==> src/rtl/gcsr_pkg.sv <==
package gcsr_pkg;

  localparam int BYTE_W = 8;

  typedef enum logic [2:0] {
    S_IDLE  = 3'd0,
    S_ADDR  = 3'd1,
    S_GC_OK = 3'd2,
    S_ARMED = 3'd3,
    S_ABORT = 3'd4
  } gcsr_state_e;

  // exact byte comparison, kept here so the bench can restate it
  function automatic logic byte_is(input logic [BYTE_W-1:0] b,
                                   input logic [BYTE_W-1:0] ref_v);
    return (b == ref_v);
  endfunction

  // general-call write: address field zero and direction bit zero
  function automatic logic is_gc_write(input logic [BYTE_W-1:0] b,
                                       input logic [BYTE_W-1:0] gc_v);
    return byte_is(b, gc_v) && (b[0] == 1'b0);
  endfunction

endpackage

==> src/rtl/gcsr_classify.sv <==
module gcsr_classify
  import gcsr_pkg::*;
#(
  parameter logic [BYTE_W-1:0] GC_BYTE  = 8'h00,
  parameter logic [BYTE_W-1:0] CMD_BYTE = 8'h06
) (
  input  logic [BYTE_W-1:0] rx_byte,
  output logic              hit_gc,
  output logic              hit_cmd
);
  always_comb begin
    hit_gc  = is_gc_write(rx_byte, GC_BYTE);
    hit_cmd = byte_is(rx_byte, CMD_BYTE);
  end
endmodule

==> src/rtl/gcsr_fsm.sv <==
module gcsr_fsm
  import gcsr_pkg::*;
(
  input  logic        clk,
  input  logic        rst_n,
  input  logic        ev_start,
  input  logic        ev_rstart,
  input  logic        ev_stop,
  input  logic        rx_valid,
  input  logic        hit_gc,
  input  logic        hit_cmd,
  output gcsr_state_e state_q,
  output logic        byte_ack,
  output logic        fire
);
  gcsr_state_e state_d;
  logic        any_evt;
  logic        take_byte;

  assign any_evt   = ev_start | ev_rstart | ev_stop;
  assign take_byte = rx_valid & ~any_evt;

  always_comb begin
    state_d  = state_q;
    byte_ack = 1'b0;
    if (ev_start) begin
      state_d = S_ADDR;
    end else if (ev_rstart || ev_stop) begin
      state_d = S_IDLE;
    end else if (take_byte) begin
      unique case (state_q)
        S_ADDR: begin
          state_d  = hit_gc ? S_GC_OK : S_ABORT;
          byte_ack = hit_gc;
        end
        S_GC_OK: begin
          state_d  = hit_cmd ? S_ARMED : S_ABORT;
          byte_ack = hit_cmd;
        end
        S_ARMED: state_d = S_ABORT;
        S_ABORT: state_d = S_ABORT;
        default: state_d = S_IDLE;
      endcase
    end
  end

  assign fire = (state_q == S_ARMED) & ev_stop & ~ev_start & ~ev_rstart;

  always_ff @(posedge clk or negedge rst_n) begin
    if (!rst_n) state_q <= S_IDLE;
    else        state_q <= state_d;
  end

  AST_ARMED_VIA_CMD: assert property (@(posedge clk) disable iff (!rst_n)
    (state_q == S_ARMED) |-> ($past(state_q) == S_GC_OK || $past(state_q) == S_ARMED));
  AST_ABORT_HOLDS: assert property (@(posedge clk) disable iff (!rst_n)
    ($past(state_q) == S_ABORT && !$past(any_evt)) |-> (state_q == S_ABORT));
endmodule

==> src/rtl/gcsr_ackgen.sv <==
module gcsr_ackgen (
  input  logic clk,
  input  logic rst_n,
  input  logic any_evt,
  input  logic rx_valid,
  input  logic byte_ack,
  input  logic ack_window,
  output logic ack_req
);
  logic ack_pend_q;

  always_ff @(posedge clk or negedge rst_n) begin
    if (!rst_n)        ack_pend_q <= 1'b0;
    else if (any_evt)  ack_pend_q <= 1'b0;
    else if (rx_valid) ack_pend_q <= byte_ack;
  end

  assign ack_req = ack_window & ack_pend_q;

  AST_EVT_DROPS_ACK: assert property (@(posedge clk) disable iff (!rst_n)
    any_evt |=> !ack_req);
endmodule

==> src/rtl/gcsr_pulse.sv <==
module gcsr_pulse (
  input  logic clk,
  input  logic rst_n,
  input  logic fire,
  output logic pulse
);
  always_ff @(posedge clk or negedge rst_n) begin
    if (!rst_n) pulse <= 1'b0;
    else        pulse <= fire;
  end

  AST_PULSE_SINGLE: assert property (@(posedge clk) disable iff (!rst_n)
    pulse |=> !pulse);
endmodule

==> src/rtl/gc_swreset_det.sv <==
module gc_swreset_det
  import gcsr_pkg::*;
#(
  parameter logic [BYTE_W-1:0] GC_BYTE  = 8'h00,
  parameter logic [BYTE_W-1:0] CMD_BYTE = 8'h06
) (
  input  logic              clk,
  input  logic              rst_n,
  input  logic              bus_start,
  input  logic              bus_rstart,
  input  logic              bus_stop,
  input  logic              rx_valid,
  input  logic [BYTE_W-1:0] rx_byte,
  input  logic              ack_window,
  output logic              ack_req,
  output logic              sw_reset_pulse
);
  logic        hit_gc, hit_cmd, byte_ack, fire, any_evt;
  gcsr_state_e state_q;

  assign any_evt = bus_start | bus_rstart | bus_stop;

  gcsr_classify #(.GC_BYTE(GC_BYTE), .CMD_BYTE(CMD_BYTE)) u_cls (
    .rx_byte (rx_byte),
    .hit_gc  (hit_gc),
    .hit_cmd (hit_cmd)
  );

  gcsr_fsm u_fsm (
    .clk       (clk),
    .rst_n     (rst_n),
    .ev_start  (bus_start),
    .ev_rstart (bus_rstart),
    .ev_stop   (bus_stop),
    .rx_valid  (rx_valid),
    .hit_gc    (hit_gc),
    .hit_cmd   (hit_cmd),
    .state_q   (state_q),
    .byte_ack  (byte_ack),
    .fire      (fire)
  );

  gcsr_ackgen u_ack (
    .clk        (clk),
    .rst_n      (rst_n),
    .any_evt    (any_evt),
    .rx_valid   (rx_valid),
    .byte_ack   (byte_ack),
    .ack_window (ack_window),
    .ack_req    (ack_req)
  );

  gcsr_pulse u_pls (
    .clk   (clk),
    .rst_n (rst_n),
    .fire  (fire),
    .pulse (sw_reset_pulse)
  );

  AST_PULSE_AFTER_STOP: assert property (@(posedge clk) disable iff (!rst_n)
    sw_reset_pulse |-> $past(bus_stop));
  AST_RSTART_NO_PULSE: assert property (@(posedge clk) disable iff (!rst_n)
    bus_rstart |=> !sw_reset_pulse);
  AST_ACK_IN_SEQ: assert property (@(posedge clk) disable iff (!rst_n)
    ack_req |-> (state_q == S_GC_OK || state_q == S_ARMED));
  AST_IDLE_NO_ACK: assert property (@(posedge clk) disable iff (!rst_n)
    (rx_valid && !any_evt && state_q == S_IDLE) |=> !ack_req);
endmodule

==> config.mk <==
export PLATFORM = sky130hd
export DESIGN_NAME = gc_swreset_det
export DESIGN_NICKNAME = d
export VERILOG_FILES = /design/src/rtl/gcsr_pkg.sv /design/src/rtl/gcsr_classify.sv /design/src/rtl/gcsr_fsm.sv /design/src/rtl/gcsr_ackgen.sv /design/src/rtl/gcsr_pulse.sv /design/src/rtl/gc_swreset_det.sv
export SDC_FILE = /design/constraint.sdc
export NUM_CORES = 1
export LEC_CHECK = 0
export ABC_AREA = 1
export BUFFER_PORTS_ARGS = -buffer_cell sky130_fd_sc_hd__buf_2
export CAP_MARGIN = 20
export CELL_PAD_IN_SITES_DETAIL_PLACEMENT = 1
export CELL_PAD_IN_SITES_GLOBAL_PLACEMENT = 2
export CORE_MARGIN = 1.5
export CORE_UTILIZATION = 18
export CTS_CLUSTER_DIAMETER = 60
export CTS_CLUSTER_SIZE = 28
export DETAILED_ROUTE_END_ITERATION = 12
export GPL_ROUTABILITY_DRIVEN = 0
export PLACE_DENSITY = 0.77
export REMOVE_ABC_BUFFERS = 1
export SLEW_MARGIN = 20
export SYNTH_ARGS = -nofsm -noshare
export SYNTH_HDL_FRONTEND = slang
export SYNTH_SLANG_ARGS = --single-unit
==> constraint.sdc <==
create_clock -name clk -period 1 [get_ports clk]
set_input_delay 0.2 -clock clk [delete_from_list [all_inputs] [get_ports clk]]
set_output_delay 0.2 -clock clk [all_outputs]
set_load 0.01 [all_outputs]
==> results of run 1 <==
==> flip-flops by register name, indices dropped and copies added (netlist names) <==
signal	cells
u_fsm.state_q	3
u_ack.ack_pend_q	1
u_pls.pulse	1
==> metal layers <==
layer,wire [um],track usage,up-vias
li1,-,-,247
met1,469,0.119,226
met2,670,0.198,8
met3,43,0.0364,2
met4,10,0.0556,0
met5,0,0,-
==> where the power goes <==
part           switching, W  total [W]  leakage (nW)  internal [W]
sequential       0.00000392   0.000210        0.0648      0.000206
clock             0.0000887   0.000240        0.0150      0.000151
combinational     0.0000529  0.0000996         0.270     0.0000467
==> worst min path at each step <==
stage	cells past startpoint	end	slack, ns	start
after CTS	2	u_pls.pulse	0.18	bus_rstart
after floorplan	0	u_ack.ack_pend_q	-0.1	rst_n
after global placement	1	u_fsm.state_q[2]	0.02	rst_n
final	2	u_pls.pulse	0.19	bus_rstart
after global routing	2	u_pls.pulse	0.17	bus_start
after detailed placement	1	u_pls.pulse	0.02	rst_n
==> stage by stage <==
step,hold WS (ns),utilization
after CTS,0.181,0.290
after global routing,0.172,0.306
final,0.186,0.306
after detailed placement,0.0225,0.253
after floorplan,-0.0956,-
after global placement,0.0192,0.253
==> layout make-up <==
type	instances	area (sq um)	area share
timing repair buffer	21	120	0.196
inverter	16	60.1	0.0982
multi-input combinational	45	244	0.399
clock buffer	4	26.3	0.0429
tap	27	33.8	0.0552
sequential	5	128	0.209
==> cells by family (layout without fill, tap and decap cells) <==
group,Yosys count,count (layout),synth area share
buffers and inverters,16,41,0.153
AOI/OAI and AO/OA,2,2,0.0255
and+or+nand+nor,43,43,0.502
DFF,5,5,0.319
==> critical path, delay by kind of cell, from the launching register on <==
| family | cells | cell delay (ns) |
|---|---|---|
| flops | 1 | 0.43 |
| simple gates | 5 | 0.33 |
| compound gates | 1 | 0.16 |
| buf+inv | 1 | 0.08 |
==> cells in the final DEF, fill, tap and decap left out <==
cell and count:
buf_2 16, nand2_1 21, nor2_2 2, dlygate4sd3_1 1
clkbuf_1 1, nand3_1 4, dfrtp_2 2, inv_2 4
nor4b_2 1, nand3_2 4, nor4_4 1, o21ai_0 1
o21ai_2 1, buf_4 4, inv_1 12, nor2_1 8
nand2_2 2, dfrtp_1 3, clkbuf_4 3
==> repair_timing <==
| item | 4_1_cts | 5_1_grt |
|---|---|---|
| buffers inserted | 3 | 1 |
| resized for setup | 5 | 9 |
| endpoints found under the setup margin | 5 | 6 |
| pin swaps | 0 | 3 |
| hold buffers | 1 | 0 |
| hold endpoints to repair | 5 | 0 |
| gates cloned | 0 | 0 |
==> flow_summary.ini, run 1 <==
[outcome]
run_status = complete, but fails checks
violations = setup timing

[logic_synthesis]
yosys.cell_types.count = 11
synth_common_cells = nand2_1, inv_1, nor2_1, nand3_1, dfrtp_1
share_of_synthesized_flip_flops_with_an_asynchronous_set_or_reset = 1.00
synthFlopType = dfrtp_1
synth-warning-count = 0
ys_top_cells_by_area = dfrtp_1, nand2_1, inv_1, nand3_1, nor2_1
netlist_instances = 66
mappedNetlistArea_sq_um = 392
yosys_register_bits = 5
synthMostInstantiatedCell = nand2_1
synth-seq-area-share = 0.319
yosys.area.top_type = dfrtp_1
synth_enable_flop_cells = 0
syn_area_per_cell_sq_um = 5.93
synth_top_area_frac = 0.319

[drt]
vias_per_cell = 4.09
num_vias = 483
drt_iter0_markers = 2
detail_route.wirelength_mm = 1.19
routed_wire_length_per_instance_um = 10.1
drt_first_pass_iters = 4
ant_nets = 0
drc_errors = 0

[cells_and_area]
diodes_inserted = 0
final_cell_area_sq_um = 612
area.growth.synth_to_final_pct = 56.2
net_count_of_the_finished_layout = 107
post_route_cells_drive_above_1_share = 0.440
final_cell_count_no_fill = 118
num-fill-cells = 271

[global_route]
grt_first_pass_wirelength_mm = 2.03
pin_count_of_the_biggest_net_entering_global_routing = 6
global_route.overflow_total = 0
antenna_found_initial = 0
via_count_of_the_first_global_routing_pass = 504
globalRouteTotalUtil = 0.112

[placement]
dp.cells = 109
io_buffer_count = 16
pre_cts_ws_ns = -0.106
placed_area_sq_um = 505
dp_hpwl_um = 950

[timing]
fin_ws_ns = -0.0674
fmax_ghz = 0.937
setup_total_negative_slack_ns = -0.209
final.period_utilization = 1.07
grt_setup_unrepaired = true
max-slew-margin-rel = 0.803
hold_viol_final = 0
final_period_minus_worst_setup_slack_ns = 1.07
pin_slew_with_the_least_headroom_to_its_limit_ns = 0.293
fin_skew_ns = 0.00447
finalSetupViolations = 5
maxSlewViolCount = 0

[cts]
clock_tree.buffer_depth = 2
clock_transition_at_the_register_clock_pins_on_the_worst_setup_and_hold_paths_after_cts_ns = 0.05
clkLatencyLatePin_ns = 0.24
numCtsBuffers = 3
ctsRootBufferMaster = clkbuf_4
numClockSinks = 5
clock_tree_from_tritoncts = done
cts_htree_levels = 1

[setup_path]
worst-endpoint-required_ns = 1.18
worst_setup_path_end = u_fsm.state_q[1]
critical_path_max_stage_delay_ns = 0.43
crit_path_end_kind = register
regToRegSetupSlack_ns = -0.07
reg2reg_from = u_fsm.state_q[1]
cp_max_fo = 4
timing.critical_path.from = u_fsm.state_q[1]
worstRegToRegCells = 7
rr_endpoint = u_fsm.state_q[1]
timing.setup.critical_path_class = register to register
timing.critical_path.from_type = register
critical_path_arrival_ns = 1.24
timing.critical_path.slowest_stage_cell = dfrtp_2
cell_chain_critical_path = inv_2, nand2_2, o21ai_2, nor2_2, nor2_2, nand2_1, nand2_1

[floorplan]
die_outline_area_sq_mm = 0.00246
rows = 16
initial_core_util = 0.196
die_height_um = 49.6
die_width_um = 49.6
floorplan.core_area_sq_mm = 0.00200
top_level_ports = 17

[worst_hold_path]
min-delay-path-class = input pin to register

[pwr]
power.total_w = 0.000550
ir_drop_mv = 0.484
leak_nw = 0.350
p_per_area_mw_per_mm2 = 898

[job]
maxCapViolCount = 0
No activity file was read; power rests on OpenSTA's default activity.
==> run 2, diff against run 1 <==
--- a/config.mk
+++ b/config.mk
@@ -8,15 +8,13 @@
 export ABC_AREA = 1
 export BUFFER_PORTS_ARGS = -buffer_cell sky130_fd_sc_hd__buf_2
 export CAP_MARGIN = 20
-export CELL_PAD_IN_SITES_DETAIL_PLACEMENT = 1
-export CELL_PAD_IN_SITES_GLOBAL_PLACEMENT = 2
 export CORE_MARGIN = 1.5
-export CORE_UTILIZATION = 18
+export CORE_UTILIZATION = 25
 export CTS_CLUSTER_DIAMETER = 60
 export CTS_CLUSTER_SIZE = 28
 export DETAILED_ROUTE_END_ITERATION = 12
 export GPL_ROUTABILITY_DRIVEN = 0
-export PLACE_DENSITY = 0.77
+export PLACE_DENSITY = 0.59
 export REMOVE_ABC_BUFFERS = 1
 export SLEW_MARGIN = 20
 export SYNTH_ARGS = -nofsm -noshare
==> run 2 against run 1 <==
- the run still ends with setup timing left
- sequential power about the same
- utilization increased by 6.3 points
- worst setup slack improved by 0.023 ns
- sequential cell count unchanged
- via count decreased by 7.0%
- largest cell class unchanged
- highest routed layer is now met3
==> flow_summary.ini, run 2 (synthesized netlist as in run 1, its figures left out) <==
[floorplan]
rows = 14
die_outline_area_sq_mm = 0.00181
die_width_um = 42.6
initial_core_util = 0.263
floorplan.core_area_sq_mm = 0.00149
die_height_um = 42.6
top_level_ports = 17

[timing]
fin_ws_ns = -0.0444
max-slew-margin-rel = 0.799
hold_slack_ns = 0.186
hold_viol_final = 0
fin_skew_ns = 0.00516
final.period_utilization = 1.04
maxSlewViolCount = 0
finalSetupViolations = 4
grt_setup_unrepaired = true
pin_slew_with_the_least_headroom_to_its_limit_ns = 0.299
final_period_minus_worst_setup_slack_ns = 1.04
fmax_ghz = 0.957

[cts]
clkLatencyLatePin_ns = 0.24
ctsRootBufferMaster = clkbuf_4
clock_transition_at_the_register_clock_pins_on_the_worst_setup_and_hold_paths_after_cts_ns = 0.04
numCtsBuffers = 3
clock_tree_from_tritoncts = done
clock_tree.buffer_depth = 2
cts_htree_levels = 1
numClockSinks = 5

[drt]
ant_nets = 0
drt_first_pass_iters = 4
detail_route.wirelength_um = 842
drt_iter0_markers = 5
drc_errors = 0
vias_per_cell = 4.32
routed_wire_length_per_instance_um = 8.10
num_vias = 449

[pwr]
leak_nw = 0.334
power.total_w = 0.000523
p_per_area_mw_per_mm2 = 953
ir_drop_mv = 0.920

[setup_path]
critical_path_arrival_ns = 1.22
timing.critical_path.slowest_stage_cell = dfrtp_1
worst-endpoint-required_ns = 1.18
crit_path_end_kind = register
timing.critical_path.from = u_fsm.state_q[2]
critical_path_max_stage_delay_ns = 0.39
timing.setup.critical_path_class = register to register
rr_endpoint = u_fsm.state_q[1]
reg2reg_from = u_fsm.state_q[2]
timing.critical_path.from_type = register
worst_setup_path_end = u_fsm.state_q[1]
cell_chain_critical_path = inv_2, nand3_1, o21ai_2, nor2_2, nor2_2, nand2_1, nand2_1
cp_max_fo = 4
worstRegToRegCells = 7
regToRegSetupSlack_ns = -0.04

[global_route]
antenna_found_initial = 0
grt_first_pass_wirelength_mm = 1.43
pin_count_of_the_biggest_net_entering_global_routing = 6
global_route.overflow_total = 0
via_count_of_the_first_global_routing_pass = 413
globalRouteTotalUtil = 0.107

[cells_and_area]
post_route_cells_drive_above_1_share = 0.330
final_cell_count_no_fill = 104
net_count_of_the_finished_layout = 104
multi_input_area_sq_um = 220
finalCoreUtilization = 0.369
num-fill-cells = 150
diodes_inserted = 0
flip_flop_and_latch_area_sq_um = 125
reg.largest.list = u_fsm.state_q (3), u_ack.ack_pend_q (1), u_pls.pulse (1)
layout.cells.most_common = nand2_1
largest_register_ff_count = 3
reg_with_most_ffs = u_fsm.state_q
area.growth.synth_to_final_pct = 40.3
layout.cells.most_common_list = nand2_1, buf_2, inv_1, nor2_1, nand3_1

[job]
maxCapViolCount = 0

[worst_hold_path]
worst_hold_path.num_cells = 2
min-delay-path-class = input pin to register

[placement]
io_buffer_count = 16
dp_hpwl_um = 672
dp.cells = 98

[outcome]
run_status = complete, but fails checks
violations = setup timing
==> run 2: metal layers <==
layer	vias to the layer above	part of all wire	wire length [um]	GRT usage
met3	0	0.045	38	0.0647
met5	-	0	0	0
met4	0	0	0	0.0188
met1	200	0.42	355	0.111
met2	8	0.53	447	0.185
li1	241	-	-	-
==> run 2: area by class of cell <==
| type | count | area share |
|---|---|---|
| Inverter | 16 | 0.109 |
| Multi-Input combinational cell | 45 | 0.401 |
| Timing Repair Buffer | 18 | 0.178 |
| Clock buffer | 4 | 0.0478 |
| Tap cell | 16 | 0.0364 |
| Sequential cell | 5 | 0.228 |
==> run 2: per-stage QoR <==
stage                     setup TNS, ns  setup slack, ns  cell area (sq um)
after floorplan                       0           0.0689                392
after global placement          -0.0187          -0.0150                492
after detailed placement        -0.0178          -0.0104                492
after CTS                       -0.0726          -0.0398                537
after global routing             -0.531           -0.122                549
final                            -0.136          -0.0444                549
==> run 2: timing repair <==
item,in CTS,in global routing
hold buffers,1,0
resized for setup,3,3
hold endpoints to repair,5,0
setup endpoints to repair,5,6
setup buffers,0,1
==> run 2: worst min-delay path by stage <==
stage          startpoint               end  slack, ns
2_1_floorplan       rst_n  u_ack.ack_pend_q       -0.1
3_3_place_gp        rst_n  u_ack.ack_pend_q       0.02
3_5_place_dp        rst_n  u_ack.ack_pend_q       0.02
4_1_cts         bus_start       u_pls.pulse       0.18
5_1_grt        bus_rstart       u_pls.pulse       0.18
6_report        bus_start       u_pls.pulse       0.19
==> run 2: critical path, delay by kind of cell, from the launching register on <==
| family | cells | cell delay, ns |
|---|---|---|
| AND/OR/NAND/NOR | 5 | 0.39 |
| flip-flops | 1 | 0.39 |
| buffers and inverters | 1 | 0.09 |
| AO/OA/AOI/OAI | 1 | 0.11 |
==> run 2: power breakdown <==
part,internal (W),switching (W)
clock network,0.000151,0.0000783
logic,0.0000390,0.0000468
registers,0.000206,0.00000256
total,0.000396,0.000128
==> run 3, diff against run 2 <==
--- a/config.mk
+++ b/config.mk
@@ -5,14 +5,13 @@
 export SDC_FILE = /design/constraint.sdc
 export NUM_CORES = 1
 export LEC_CHECK = 0
-export ABC_AREA = 1
 export BUFFER_PORTS_ARGS = -buffer_cell sky130_fd_sc_hd__buf_2
 export CAP_MARGIN = 20
-export CORE_MARGIN = 1.5
-export CORE_UTILIZATION = 25
+export CORE_AREA = 2 2 39 41
 export CTS_CLUSTER_DIAMETER = 60
 export CTS_CLUSTER_SIZE = 28
 export DETAILED_ROUTE_END_ITERATION = 12
+export DIE_AREA = 0 0 41 43
 export GPL_ROUTABILITY_DRIVEN = 0
 export PLACE_DENSITY = 0.59
 export REMOVE_ABC_BUFFERS = 1
==> run 3 against run 2 <==
- the flow still finishes with violations (setup timing)
- die area fell by 2.8%
- power increased by 4.8%
- cell count down 26%
- largest power group unchanged
- count of clock-buffer cells in the layout unchanged
- maximum frequency down 6.8%
- clock power rose by 3%
==> flow_summary.ini, run 3 <==
[placement]
dp_hpwl_um = 643
io_buffer_count = 16
pre_cts_ws_ns = -0.406
placed_area_sq_um = 434

[setup_path]
worst-endpoint-required_ns = 1.10
critical_path_arrival_ns = 1.22
worstRegToRegCells = 4
timing.critical_path.from = rx_byte[0]
rr_endpoint = u_fsm.state_q[2]
cp_max_fo = 3
crit_path_end_kind = register
timing.setup.critical_path_class = input pin to register
timing.critical_path.from_type = input pin
reg2reg_from = u_fsm.state_q[2]
regToRegSetupSlack_ns = -0.11

[cells_and_area]
layout.cells.most_common_list = buf_2, buf_4, nand2_1, dfrtp_1
reg.largest.list = u_fsm.state_q (3), u_ack.ack_pend_q (1), u_pls.pulse (1)
reg_with_most_ffs = u_fsm.state_q
largest_register_ff_count = 3
post_route_cells_drive_above_1_share = 0.557
num-fill-cells = 142
net_count_of_the_finished_layout = 77
area.growth.synth_to_final_pct = 76.1
layout.cells.most_common = buf_2
flip_flop_and_latch_area_sq_um = 126
multi_input_area_sq_um = 196
final_cell_area_sq_um = 536
diodes_inserted = 0

[logic_synthesis]
synthMostInstantiatedCell = dfrtp_1
yosys.area.top_type = dfrtp_1
synth_enable_flop_cells = 0
yosys_register_bits = 5
share_of_synthesized_flip_flops_with_an_asynchronous_set_or_reset = 1.00
synth_top_area_frac = 0.412
synth_common_cells = dfrtp_1, nand2_1, nor2_1, a21oi_1, a31oi_1
synth-warning-count = 0
yosys.cell_types.count = 21
synth-seq-area-share = 0.412
netlist_instances = 32
mappedNetlistArea_sq_um = 304
ys_top_cells_by_area = dfrtp_1, nor3_4, nand2_1, a31oi_1, o211ai_2
syn_area_per_cell_sq_um = 9.50
synthFlopType = dfrtp_1

[drt]
ant_nets = 0
drc_errors = 0
detail_route.wirelength_um = 868
drt_iter0_markers = 7
num_vias = 360
routed_wire_length_per_instance_um = 11.3
vias_per_cell = 4.68
drt_first_pass_iters = 4

[timing]
fmax_ghz = 0.892
pin_slew_with_the_least_headroom_to_its_limit_ns = 0.257
final.period_utilization = 1.12
max-slew-margin-rel = 0.826
fin_ws_ns = -0.121
hold_viol_final = 0
setup_total_negative_slack_ns = -0.469
maxSlewViolCount = 0
fin_skew_ns = 0.00491
final_period_minus_worst_setup_slack_ns = 1.12
finalSetupViolations = 6
grt_setup_unrepaired = true

[global_route]
via_count_of_the_first_global_routing_pass = 334
global_route.overflow_total = 0
antenna_found_initial = 0
pin_count_of_the_biggest_net_entering_global_routing = 7
grt_first_pass_wirelength_mm = 1.35
globalRouteTotalUtil = 0.118

[cts]
clkLatencyLatePin_ns = 0.24
clock_transition_at_the_register_clock_pins_on_the_worst_setup_and_hold_paths_after_cts_ns = 0.04
clock_tree_from_tritoncts = done
ctsRootBufferMaster = clkbuf_4
clock_tree.buffer_depth = 2
numCtsBuffers = 3
numClockSinks = 5
cts_htree_levels = 1

[pwr]
pwr-share-seq = 0.385
intPower_w = 0.000416
leak_nw = 0.262
share_clk_of_total_power = 0.431
p_per_area_mw_per_mm2 = 1020
power.net_switching_w = 0.000133
relative_contribution_of_combinational_cells_to_total_power = 0.184
ir_drop_mv = 0.264
power.total_w = 0.000549
swShare = 0.242

[worst_hold_path]
min-delay-path-class = input pin to register
timing.hold.worst_endpoint = u_pls.pulse
worst_hold_path.num_cells = 2
hold_path.startpoint = bus_rstart

[floorplan]
floorplan.core_area_sq_mm = 0.00138
die_width_um = 41
die_outline_area_sq_mm = 0.00176
rows = 14
top_level_ports = 17
initial_core_util = 0.220
die_height_um = 43

[outcome]
run_status = complete, but fails checks
violations = setup timing

[job]
maxCapViolCount = 0
## run 3: worst max-delay path, stage by stage
cell and delay [ns]:
buf_6 0.09, or4_4 0.54, nor3_4 0.17, a21o_1 0.14
a31oi_1 0.08
## run 3: what timing repair did
| action | CTS | global route |
|---|---|---|
| pin swaps | 2 | 2 |
| gates resized for setup | 3 | 5 |
| endpoints found under the hold margin | 5 | 0 |
| hold buffers | 1 | 0 |
| setup endpoints to repair | 5 | 5 |
| setup buffers | 2 | 2 |
## run 3: how the worst max path moves through the flow
stage | cells after the start | to
2_1_floorplan | 4 | u_fsm.state_q[2]
3_3_place_gp | 5 | u_fsm.state_q[2]
3_5_place_dp | 5 | u_fsm.state_q[2]
4_1_cts | 5 | u_fsm.state_q[2]
5_1_grt | 5 | u_ack.ack_pend_q
6_report | 5 | u_fsm.state_q[2]
## run 3: area by class of cell
cell class,count,area share
clock buffers,4,0.0491
flip-flops and latches,5,0.236
well taps,16,0.0374
inverters,1,0.00701
multi-input cells,26,0.367
repair buffers,25,0.304
## run 3: kinds of logic (layout without fill, tap and decap cells)
| group | after synthesis | after routing | share of synthesized area |
|---|---|---|---|
| compound gates | 7 | 7 | 0.169 |
| mux | 1 | 1 | 0.0329 |
| simple gates | 18 | 18 | 0.375 |
| buf+inv | 1 | 30 | 0.0123 |
| flops | 5 | 5 | 0.412 |
## run 3: metal layers
metal,wire length (um),GRT usage,part of all wire
met5,0,0,0
met4,14,0.120,0.016
met3,38,0.0157,0.044
met2,482,0.181,0.56
met1,333,0.123,0.38
## run 3: per-stage QoR
stage / std cells / hold WS, ns / utilization
after floorplan: 32 / -0.0956 / -
after global placement: 68 / 0.0224 / 0.314
after detailed placement: 68 / 0.0218 / 0.314
after CTS: 75 / 0.136 / 0.361
after global routing: 77 / 0.142 / 0.387
final: 77 / 0.149 / 0.387
## run 3: power by group through the flow
| stage | Sequential [W] | Combinational, W | Clock (W) |
|---|---|---|---|
| 3_5_place_dp | 0.000214 | 0.0000783 | 0 |
| 4_1_cts | 0.000211 | 0.0000866 | 0.000252 |
| 2_1_floorplan | 0.000213 | 0.0000270 | 0 |
| 3_3_place_gp | 0.000214 | 0.0000782 | 0 |
| 5_1_grt | 0.000212 | 0.000110 | 0.000265 |
| 6_report | 0.000211 | 0.000101 | 0.000236 |
